## config.mk

```make
export PLATFORM = sky130hd
export DESIGN_NAME = status_stack_unit
export DESIGN_NICKNAME = d
export VERILOG_FILES = /design/src/rtl/ssu_pkg.sv /design/src/rtl/ssu_status_reg.sv /design/src/rtl/ssu_stack_bank.sv /design/src/rtl/ssu_dedicated_regs.sv /design/src/rtl/status_stack_unit.sv
export SDC_FILE = /design/constraint.sdc
export NUM_CORES = 1
export LEC_CHECK = 0
export BUFFER_PORTS_ARGS = -buffer_cell sky130_fd_sc_hd__buf_4
export CAP_MARGIN = 20
export CORE_ASPECT_RATIO = 1.75
export CORE_MARGIN = 5
export CORE_UTILIZATION = 45
export CTS_BUF_LIST = sky130_fd_sc_hd__clkbuf_16
export DETAILED_ROUTE_END_ITERATION = 8
export PLACE_DENSITY = 0.66
export SLEW_MARGIN = 20
export SYNTH_ARGS = -nofsm -noshare
export SYNTH_HDL_FRONTEND = slang
export SYNTH_SLANG_ARGS = --single-unit
export TNS_END_PERCENT = 10
```

## constraint.sdc

```tcl
create_clock -name clk_i -period 3.5 [get_ports clk_i]
set_input_delay 0.175 -clock clk_i [delete_from_list [all_inputs] [get_ports clk_i]]
set_output_delay 0.175 -clock clk_i [all_outputs]
set_load 0.02 [all_outputs]
```

## src/rtl/ssu_pkg.sv

```systemverilog
package ssu_pkg;
  localparam int PSW_W     = 32;
  localparam int COND_W    = 6;
  localparam int CTRL_W    = 3;
  localparam int LVL_W     = 5;
  localparam int CTRL_LSB  = 8;
  localparam int LVL_LSB   = 16;
  localparam int SEL_BIT   = 5;
  localparam int LVL_FLOOR = 16;
  localparam int DR_SEL_W  = 3;
  localparam int NPLAIN    = 4;

  typedef enum logic [DR_SEL_W-1:0] {
    DR_TBASE  = 3'd0,
    DR_RETP   = 3'd1,
    DR_SYS_SP = 3'd2,
    DR_USR_SP = 3'd3,
    DR_MULH   = 3'd4,
    DR_MULL   = 3'd5
  } dr_sel_e;
endpackage

```

## src/rtl/ssu_status_reg.sv

```systemverilog
module ssu_status_reg
  import ssu_pkg::*;
(
  input  logic              clk_i,
  input  logic              rst_ni,
  input  logic              psw_we_i,
  input  logic [PSW_W-1:0]  psw_wdata_i,
  input  logic              cond_we_i,
  input  logic [7:0]        cond_wdata_i,
  input  logic              ctrl_we_i,
  input  logic [7:0]        ctrl_wdata_i,
  input  logic              lvl_we_i,
  input  logic [LVL_W-1:0]  lvl_wdata_i,
  output logic [COND_W-1:0] cond_o,
  output logic [CTRL_W-1:0] ctrl_o,
  output logic [LVL_W-1:0]  lvl_o,
  output logic              sel_q_o,
  output logic              sel_d_o
);
  logic [COND_W-1:0] cond_q, cond_d;
  logic [CTRL_W-1:0] ctrl_q, ctrl_d;
  logic [LVL_W-1:0]  lvl_q, lvl_d, lvl_wr;
  logic              lvl_wr_en;
  logic              unused_bits;

  assign unused_bits = ^{psw_wdata_i[PSW_W-1:LVL_LSB+LVL_W],
                         psw_wdata_i[LVL_LSB-1:CTRL_LSB+CTRL_W],
                         psw_wdata_i[CTRL_LSB-1:COND_W],
                         cond_wdata_i[7:COND_W], ctrl_wdata_i[7:CTRL_W]};

  always_comb begin
    cond_d = cond_q;
    ctrl_d = ctrl_q;
    lvl_wr = lvl_q;
    if (psw_we_i) begin
      cond_d = psw_wdata_i[COND_W-1:0];
      ctrl_d = psw_wdata_i[CTRL_LSB +: CTRL_W];
      lvl_wr = psw_wdata_i[LVL_LSB +: LVL_W];
    end
    if (cond_we_i) cond_d = cond_wdata_i[COND_W-1:0];
    if (ctrl_we_i) ctrl_d = ctrl_wdata_i[CTRL_W-1:0];
    if (lvl_we_i)  lvl_wr = lvl_wdata_i;
  end

  assign lvl_wr_en = psw_we_i | lvl_we_i;

  // mask may not leave the upper half once there
  always_comb begin
    lvl_d = lvl_q;
    if (lvl_wr_en) begin
      if (int'(lvl_q) >= LVL_FLOOR && int'(lvl_wr) < LVL_FLOOR)
        lvl_d = lvl_wr + LVL_W'(LVL_FLOOR);
      else
        lvl_d = lvl_wr;
    end
  end

  always_ff @(posedge clk_i or negedge rst_ni) begin
    if (!rst_ni) begin
      cond_q <= '0;
      ctrl_q <= '0;
      lvl_q  <= '0;
    end else begin
      cond_q <= cond_d;
      ctrl_q <= ctrl_d;
      lvl_q  <= lvl_d;
    end
  end

  assign cond_o  = cond_q;
  assign ctrl_o  = ctrl_q;
  assign lvl_o   = lvl_q;
  assign sel_q_o = cond_q[SEL_BIT];
  assign sel_d_o = cond_d[SEL_BIT];

  // mask never falls back below the floor
  a_r5_lvl_floor: assert property (@(posedge clk_i) disable iff (!rst_ni)
    (int'(lvl_q) >= LVL_FLOOR) |=> (int'(lvl_q) >= LVL_FLOOR));
  // without a write the mask holds
  a_r5_lvl_hold: assert property (@(posedge clk_i) disable iff (!rst_ni)
    (!psw_we_i && !lvl_we_i) |=> $stable(lvl_q));
endmodule

```

## src/rtl/ssu_stack_bank.sv

```systemverilog
module ssu_stack_bank #(
  parameter int XLEN = 32
) (
  input  logic            clk_i,
  input  logic            rst_ni,
  input  logic            sel_q_i,
  input  logic            sel_d_i,
  input  logic            sp_we_i,
  input  logic [XLEN-1:0] sp_wdata_i,
  input  logic            sys_we_i,
  input  logic            usr_we_i,
  input  logic [XLEN-1:0] bank_wdata_i,
  output logic [XLEN-1:0] live_o,
  output logic [XLEN-1:0] sys_rd_o,
  output logic [XLEN-1:0] usr_rd_o
);
  logic [XLEN-1:0] live_q, live_d, sys_q, sys_d, usr_q, usr_d;
  logic            swap;

  assign swap = sel_d_i ^ sel_q_i;

  always_comb begin
    live_d = live_q;
    sys_d  = sys_q;
    usr_d  = usr_q;
    if (swap) begin
      if (sel_d_i) begin
        sys_d  = live_q;
        live_d = usr_q;
      end else begin
        usr_d  = live_q;
        live_d = sys_q;
      end
    end else begin
      if (sys_we_i) begin
        if (sel_q_i) sys_d = bank_wdata_i;
        else         live_d = bank_wdata_i;
      end
      if (usr_we_i) begin
        if (sel_q_i) live_d = bank_wdata_i;
        else         usr_d = bank_wdata_i;
      end
    end
    if (sp_we_i) live_d = sp_wdata_i;
  end

  always_ff @(posedge clk_i or negedge rst_ni) begin
    if (!rst_ni) begin
      live_q <= '0;
      sys_q  <= '0;
      usr_q  <= '0;
    end else begin
      live_q <= live_d;
      sys_q  <= sys_d;
      usr_q  <= usr_d;
    end
  end

  assign live_o   = live_q;
  assign sys_rd_o = sel_q_i ? sys_q : live_q;
  assign usr_rd_o = sel_q_i ? live_q : usr_q;

  // entering user stack saves the live pointer to the system shadow
  a_r6_save_sys: assert property (@(posedge clk_i) disable iff (!rst_ni)
    (!sel_q_i && sel_d_i) |=> (sys_q == $past(live_q)));
  // and loads the user shadow when no direct write collides
  a_r6_load_usr: assert property (@(posedge clk_i) disable iff (!rst_ni)
    (!sel_q_i && sel_d_i && !sp_we_i) |=> (live_q == $past(usr_q)));
  // leaving user stack saves into the user shadow
  a_r7_save_usr: assert property (@(posedge clk_i) disable iff (!rst_ni)
    (sel_q_i && !sel_d_i) |=> (usr_q == $past(live_q)));
  // direct write always wins the live register
  a_r11_direct_wins: assert property (@(posedge clk_i) disable iff (!rst_ni)
    sp_we_i |=> (live_o == $past(sp_wdata_i)));
  // no select change and no writes keep all pointers
  a_r8_quiet: assert property (@(posedge clk_i) disable iff (!rst_ni)
    (!swap && !sp_we_i && !sys_we_i && !usr_we_i) |=>
      ($stable(live_q) && $stable(sys_q) && $stable(usr_q)));
endmodule

```

## src/rtl/ssu_dedicated_regs.sv

```systemverilog
module ssu_dedicated_regs
  import ssu_pkg::*;
#(
  parameter int XLEN = 32
) (
  input  logic                clk_i,
  input  logic                rst_ni,
  input  logic                we_i,
  input  logic [DR_SEL_W-1:0] sel_i,
  input  logic [XLEN-1:0]     wdata_i,
  output logic                hit_o,
  output logic [XLEN-1:0]     rdata_o
);
  logic [XLEN-1:0] regs_q [NPLAIN];
  logic [$clog2(NPLAIN)-1:0] idx;

  always_comb begin
    hit_o = 1'b1;
    idx   = '0;
    unique case (sel_i)
      DR_TBASE: idx = 2'd0;
      DR_RETP:  idx = 2'd1;
      DR_MULH:  idx = 2'd2;
      DR_MULL:  idx = 2'd3;
      default:  hit_o = 1'b0;
    endcase
  end

  for (genvar g = 0; g < NPLAIN; g++) begin : g_plain
    always_ff @(posedge clk_i or negedge rst_ni) begin
      if (!rst_ni)                                  regs_q[g] <= '0;
      else if (we_i && hit_o && int'(idx) == g)     regs_q[g] <= wdata_i;
    end
    // a plain register only changes under its own write
    a_r10_plain_hold: assert property (@(posedge clk_i) disable iff (!rst_ni)
      !(we_i && hit_o && int'(idx) == g) |=> $stable(regs_q[g]));
  end

  assign rdata_o = hit_o ? regs_q[idx] : '0;
endmodule

```

## src/rtl/status_stack_unit.sv

```systemverilog
module status_stack_unit
  import ssu_pkg::*;
#(
  parameter int XLEN = 32
) (
  input  logic                clk_i,
  input  logic                rst_ni,
  input  logic                psw_we_i,
  input  logic [PSW_W-1:0]    psw_wdata_i,
  input  logic                cond_we_i,
  input  logic [7:0]          cond_wdata_i,
  input  logic                ctrl_we_i,
  input  logic [7:0]          ctrl_wdata_i,
  input  logic                lvl_we_i,
  input  logic [LVL_W-1:0]    lvl_wdata_i,
  input  logic                sp_we_i,
  input  logic [XLEN-1:0]     sp_wdata_i,
  input  logic                dr_we_i,
  input  logic [DR_SEL_W-1:0] dr_sel_i,
  input  logic [XLEN-1:0]     dr_wdata_i,
  output logic [PSW_W-1:0]    psw_o,
  output logic [7:0]          cond_o,
  output logic [CTRL_W-1:0]   ctrl_o,
  output logic [LVL_W-1:0]    lvl_o,
  output logic [XLEN-1:0]     sp_o,
  output logic [XLEN-1:0]     dr_rdata_o
);
  logic [COND_W-1:0] cond;
  logic              sel_q, sel_d;
  logic              sys_we, usr_we, plain_hit;
  logic [XLEN-1:0]   sys_rd, usr_rd, plain_rd;

  ssu_status_reg u_status (
    .clk_i, .rst_ni,
    .psw_we_i, .psw_wdata_i,
    .cond_we_i, .cond_wdata_i,
    .ctrl_we_i, .ctrl_wdata_i,
    .lvl_we_i, .lvl_wdata_i,
    .cond_o (cond),
    .ctrl_o (ctrl_o),
    .lvl_o  (lvl_o),
    .sel_q_o(sel_q),
    .sel_d_o(sel_d)
  );

  assign sys_we = dr_we_i && (dr_sel_i == DR_SYS_SP);
  assign usr_we = dr_we_i && (dr_sel_i == DR_USR_SP);

  ssu_stack_bank #(.XLEN(XLEN)) u_stack (
    .clk_i, .rst_ni,
    .sel_q_i     (sel_q),
    .sel_d_i     (sel_d),
    .sp_we_i,
    .sp_wdata_i,
    .sys_we_i    (sys_we),
    .usr_we_i    (usr_we),
    .bank_wdata_i(dr_wdata_i),
    .live_o      (sp_o),
    .sys_rd_o    (sys_rd),
    .usr_rd_o    (usr_rd)
  );

  ssu_dedicated_regs #(.XLEN(XLEN)) u_dedicated (
    .clk_i, .rst_ni,
    .we_i   (dr_we_i),
    .sel_i  (dr_sel_i),
    .wdata_i(dr_wdata_i),
    .hit_o  (plain_hit),
    .rdata_o(plain_rd)
  );

  always_comb begin
    if (plain_hit)                    dr_rdata_o = plain_rd;
    else if (dr_sel_i == DR_SYS_SP)   dr_rdata_o = sys_rd;
    else if (dr_sel_i == DR_USR_SP)   dr_rdata_o = usr_rd;
    else                              dr_rdata_o = '0;
  end

  assign cond_o = {{(8-COND_W){1'b0}}, cond};
  always_comb begin
    psw_o = '0;
    psw_o[COND_W-1:0]            = cond;
    psw_o[CTRL_LSB +: CTRL_W]    = ctrl_o;
    psw_o[LVL_LSB +: LVL_W]      = lvl_o;
  end

  // with system stack selected, the system pointer read is the live one
  a_r9_sys_steer: assert property (@(posedge clk_i) disable iff (!rst_ni)
    (!cond_o[SEL_BIT] && dr_sel_i == DR_SYS_SP) |-> (dr_rdata_o == sp_o));
  // with user stack selected, the user pointer read is the live one
  a_r9_usr_steer: assert property (@(posedge clk_i) disable iff (!rst_ni)
    (cond_o[SEL_BIT] && dr_sel_i == DR_USR_SP) |-> (dr_rdata_o == sp_o));
endmodule

```

==> results of run 1 <==
-- placed cells by master, fill, tap and decap left out, drive strengths merged, types with 25 or more instances in the layout --
| cell | netlist | final |
|---|---|---|
| o211ai | 32 | 32 |
| nor2b | 160 | 160 |
| inv | 34 | 37 |
| nand2 | 77 | 77 |
| mux2 | 193 | 193 |
| dfrtp | 238 | 238 |
| a221oi | 32 | 32 |
| a21oi | 33 | 33 |
| mux4 | 32 | 32 |
| o22ai | 64 | 64 |
| a22oi | 64 | 64 |
| nor4b | 65 | 65 |
| mux2i | 174 | 174 |
| dlygate4sd3 | 0 | 97 |
| clkbuf | 69 | 25 |
| buf | 106 | 232 |
-- logic make-up after synthesis --
group / count (synthesis) / synth area share (%)
compound gates: 238 / 11.28
xor+xnor: 2 / 0.2081
fa+ha+maj: 4 / 0.3201
buf+inv: 209 / 7.498
flops: 238 / 38.09
mux: 399 / 29.73
other cells: 1 / 0.02398
simple gates: 316 / 12.85
-- metal layers --
layer	GRT usage [%]	routed length, um	vias up
met5	0	0	-
met4	9.531	1852	0
met3	2.951	2436	116
met2	45.07	26520	435
met1	30.53	18660	6532
li1	-	-	5538
-- power by group --
| part | switching (mW) | internal [mW] |
|---|---|---|
| clock | 1.18 | 1.30 |
| sequential | 0.830 | 3.56 |
| combinational | 2.01 | 2.17 |
| total | 4.03 | 7.04 |
-- metrics by stage --
stage | instance area (um^2) | hold WS, ps | util (%)
after floorplan | 15710 | -120.6 | -
after global placement | 17170 | 284.5 | 49.83
after detailed placement | 17170 | 301.6 | 49.83
after CTS | 18870 | 6.236 | 54.76
after global routing | 18870 | 25.55 | 54.77
final | 18870 | 36.87 | 54.77
-- layout make-up --
| type | instances | area [um^2] |
|---|---|---|
| clock buffer | 25 | 625.6 |
| inverter | 34 | 127.6 |
| tap | 460 | 575.6 |
| clock inverter | 19 | 101.3 |
| sequential | 238 | 5957 |
| timing repair buffer | 329 | 2853 |
| multi-input combinational | 979 | 8632 |
| fill | 3028 | 15590 |
-- worst reg2reg max path, stage by stage, from the launching register on --
cell     delay [ps]
dfrtp_2         430
mux2i_4         150
inv_1            70
mux2i_1         260
ha_4            560
or2_2           850
a22oi_1         230
nand2_1         120
-- worst paths after layout --
kind,start,to
setup / recovery,u_status.cond_o[5],u_stack.sys_q[9]
hold / removal,sp_wdata_i[28],u_stack.live_o[28]
setup reg to reg,u_status.cond_o[5],u_stack.sys_q[9]
hold reg to reg,u_dedicated.regs_q[76],u_dedicated.regs_q[76]
max in group asynchronous,rst_ni,u_dedicated.regs_q[76]
min in group asynchronous,rst_ni,u_dedicated.regs_q[93]
-- repair_timing --
| action | in CTS | in global routing |
|---|---|---|
| endpoints found under the hold margin | 273 | 0 |
| setup buffers | 0 | 0 |
| hold buffers | 97 | 0 |
-- state kept, by name (all words and copies together) (netlist names) --
signal              count
u_stack.sys_q          32
u_stack.live_o         32
u_status.cond_o         6
u_status.lvl_o          5
u_stack.usr_q          32
u_dedicated.regs_q    128
u_status.ctrl_o         3
==> impl_results.md, run 1 <==
- Final setup margin: between 700 and 800 ps
- Tightest Pin Transition: 944.5 ps
- Final Skew: 14.90 ps
- CTS resizes: 0
- I/O pin count: 240
- Mean Syn Cell Area: 11.11 um^2
- Slowest cell on the critical path: or2_2
- CP Cell Sequence: mux2i_4 -> inv_1 -> mux2i_1 -> ha_4 -> or2_2 -> a22oi_1 -> nand2_1
- Seq cells post-synth: between 200 and 250
- Die X: approximately 150 um
- Vias in the first global route: between 10000 and 15000
- DRT antenna net count: 0
- GRT Util Overall: 25.17%
- Yosys top cell area share: between 30% and 40%
- CTS Buf Count: 25
- Delay-heaviest family, CP: simple AND/OR/NAND/NOR gates
- Final setup TNS: 0 ps
- Yosys top cell by area: dfrtp_1
- Std-Cell Rows: 90
- Worst EP required: around 4000 ps
- Initial antenna violation count: 0
- Critical Path AT: about 3200 ps
- Final Wtd Congestion: around 0.81
- Overall Power: 11.06 mW
- Ys async rst share: between 90% and 100%
- Hold Fails Final Rpt: 0
- # nets final: approximately 1700
- Drt initial violations: 843
- Peak Freq: approximately 0.37 GHz
- Dpl hpwl: ~30000 um
- Reg2reg path depth: 7
- DR vias/cell: 6.056
- Crit Path Max Fanout: 34
- WHS Path Cells: 3
- Maximum VDD drop: around 400 uV
- Worst skew pair latency: ~550 ps
- Drt drc: 0
- First-pass GRT wire length: 76710 um
- Wire length per cell: between 20 and 25 um
- Die H: 256.6 um
- Largest stage delay on the critical path: 850 ps
- Run status: complete, no violations
- Pins over their slew limit: 0
- Seq/Total Area, Yosys: 38.09%
- Post-place setup slack: roughly 650 ps
- Synth cell types: 38
- Finished Layout Cells: 2084
- CTS tree: yes
- Startpoint types: register
- Yosys synthesis warning count: 0
- PortBufs: around 190
- Top cells by area, synth: dfrtp_1 38%, mux2_2 12%, mux2i_1 11%, nor2b_1 6.4%, mux4_2 4.6%
- Critical path class: reg -> reg
- Count leader, synth: dfrtp_1
- CTS H-tree lvls: 1
- Initial Util: 45.37%
- Final Critical Period: 2718 ps
- Most frequent cells after synthesis: 238 x dfrtp_1, 173 x mux2i_1, 167 x mux2_2
- WP depth: 7
- Tcrit/Tclk final: 77.65%
- Ant diodes: 0
- Total leakage power: ~8.5 nW
- DRT Pass-1 Iters: 5
- Root Buffer: clkbuf_16
- Longest Clk Path Bufs: 3
- Synthesized instance count: roughly 1400
- EDFF count, synth: 0
- Slew headroom: roughly 37%
- Share of layout cells above drive strength 1: between 30% and 40%
- Area of the die: roughly 39000 um^2
- Synthesized area: between 15000 and 20000 um^2
- Main synth FF type: dfrtp_1
- RSZ-0062 raised after global routing: no
- Setup violators final: 0
- Area delta synth->final: 20.70%
- WP buf/inv: 1
- Clk slew on worst S/H paths: approximately 70 ps
- Power Density: just under 600 nW/um^2
- DRT Wirelength: approximately 49000 um
- Pin count of the biggest net entering global routing: between 100 and 150
- R2R setup slack: 780 ps
- Via count: ~13000
- Max-cap violations: 0
- Inst Count DP: around 1900
- CP endpoint kind: register
- Num Clock Sinks: about 240
- Total gr overflow: 0
- Core area: 34460 um^2
- Hold crit path type: in -> reg
Note: power is estimated with default switching activity, not from simulation.
==> run 2, diff against run 1 <==
==> constraint.sdc (replaced) <==
create_clock -name clk_i -period 2.7 [get_ports clk_i]
set_input_delay 0.135 -clock clk_i [delete_from_list [all_inputs] [get_ports clk_i]]
set_output_delay 0.135 -clock clk_i [all_outputs]
set_load 0.02 [all_outputs]
==> impl_results.md, run 2 (synthesized netlist as in run 1, its figures left out) <==
- Run status: complete, no violations
- Slew headroom: approximately two fifths
- Pins over their slew limit: 0
- Sequential share of power: between 30% and 40%
- Total leakage power: 8.612 nW
- DRT Wirelength: between 40000 and 50000 um
- Max-cap violations: 0
- Worst EP required: roughly 2600 ps
- Gate power share: approximately 37%
- Setup violators final: 0
- Dpl hpwl: 31060 um
- RR Startpoint: u_status.cond_o[5]
- # fillers: around 3000
- Area of the die: just under 40000 um^2
- Core area: about 34000 um^2
- Worst skew pair latency: approximately 540 ps
- Total gr overflow: 0
- Clk slew on worst S/H paths: approximately 60 ps
- Multi-input combinational cell area: 8638 um^2
- Num Clock Sinks: about 240
- Drt initial violations: slightly above 800
- Longest Clk Path Bufs: 3
- Post-CTS Setup Inserts: 0
- Tightest Pin Transition: 895.9 ps
- Initial antenna violation count: 0
- Finished Core Util: 55.50%
- Ant diodes: 0
- Wire length per cell: 23.49 um
- Critical path class: reg -> out
- Overall Power: between 10 and 15 mW
- Commonest cells after routing, fill and taps aside: 237 x dfrtp_1, 235 x buf_4, 173 x mux2i_1
- Vias in the first global route: roughly 13000
- DR vias/cell: approximately 6
- CP endpoint kind: output pin
- Critical Path AT: ~2500 ps
- Share of layout cells above drive strength 1: a little under a third
- WHS Path Cells: 3
- PortBufs: 194
- Most common cell after layout, fill and taps aside: dfrtp_1
- R2R setup slack: between 200 and 300 ps
- Final Skew: between 10 and 15 ps
- GRT Util Overall: between 20 and 30%
- Final Wtd Congestion: 0.8298
- FF/Latch Area: 5957 um^2
- Pin count of the biggest net entering global routing: 107
- Crit Path Max Fanout: 21
- Root Buffer: clkbuf_16
- Area delta synth->final: 22.32%
- Worst Setup SP: u_status.cond_o[5]
- CTS Buf Count: 25
- DRT Pass-1 Iters: 5
- Clock share of power: between 20% and 30%
- I/O pin count: between 200 and 250
- First-pass GRT wire length: between 70000 and 80000 um
- Final Critical Period: between 2000 and 3000 ps
- Maximum VDD drop: roughly 480 uV
- Largest register FFs: approximately 130
- Sw Share: a little over a third
- Die H: ~260 um
- Tcrit/Tclk final: 97.93%
- Design area: between 15000 and 20000 um^2
- CTS tree: yes
- CTS H-tree lvls: 1
- Capture point of the worst reg-to-reg path: u_stack.sys_q[13]
- Hold crit path type: in -> reg
- Power Density: roughly 760 nW/um^2
- RSZ-0062 raised after global routing: no
- DRT antenna net count: 0
- Initial Util: 45.37%
- Via count: around 13000
- Reg2reg path depth: 8
- Startpoint types: register
- Placed Area: around 17000 um^2
- Net switching power: a little over 5 mW
- Hold Fails Final Rpt: 0
- Drt drc: 0
- Int Power: roughly 9.4 mW
- Critical Path End: dr_rdata_o[31]
- Std-Cell Rows: 90
- Biggest register: u_dedicated.regs_q
- Peak Freq: roughly 0.38 GHz
- Die X: roughly 150 um
- # nets final: between 1500 and 2000
==> run 2: cell type report <==
cell class / count / area share, %
Clock inverter: 18 / 0.7785
Sequential cell: 238 / 31.15
Multi-Input combinational cell: 979 / 45.17
Tap cell: 460 / 3.009
Timing Repair Buffer: 351 / 15.96
Inverter: 34 / 0.6673
Clock buffer: 25 / 3.271
==> run 2: power groups by stage <==
stage               clock network [mW]  registers, mW  logic [mW]
floorplan                            0           5.52        3.75
global placement                     0           5.65        5.15
detailed placement                   0           5.73        5.30
CTS                               3.52           5.67        5.44
global route                      3.65           5.86        5.92
finish                            3.44           5.72        5.44
==> run 2: worst min-delay path by stage <==
stage               startpoint                 endpoint  slack (ps)
floorplan               rst_ni    u_dedicated.regs_q[0]        -160
global placement        rst_ni   u_dedicated.regs_q[59]         160
detailed placement      rst_ni   u_dedicated.regs_q[59]         170
CTS                    dr_we_i        u_stack.usr_q[27]         140
global route           dr_we_i  u_dedicated.regs_q[126]         170
finish                 dr_we_i  u_dedicated.regs_q[126]         170
==> run 2: stage by stage <==
| stage | hold slack (ps) | cells | setup WS (ps) | TNS [ps] |
|---|---|---|---|---|
| finish | 169.1 | 2105 | 55.90 | 0 |
| global route | 170.1 | 2105 | 3.793 | 0 |
| CTS | 141.8 | 2104 | 64.92 | 0 |
| detailed placement | 173.8 | 1960 | 108.8 | 0 |
| global placement | 158.7 | 1960 | 197.7 | 0 |
| floorplan | -160.6 | 1426 | -9.855 | -295.6 |
==> run 2: worst max-delay path: stages, from the launching register on <==
cell	delay [ps]
dfrtp_2	380
buf_4	130
buf_6	300
buf_6	310
mux2_2	380
o22ai_1	250
buf_4	200
==> run 2: metal layers <==
layer | up-vias | wire, um | part of all wire, % | track usage [%]
li1 | 5591 | - | - | -
met1 | 6414 | 19170 | 39 | 30.32
met2 | 423 | 26140 | 53 | 45.04
met3 | 122 | 2341 | 4.7 | 3.004
met4 | 0 | 1796 | 3.6 | 10.09
met5 | - | 0 | 0 | 0
==> run 2: what timing repair did <==
item	CTS	global route
gates resized for setup	2	1
pin swaps	0	0
endpoints found under the hold margin	249	0
setup endpoints to repair	16	22
hold buffers	101	0
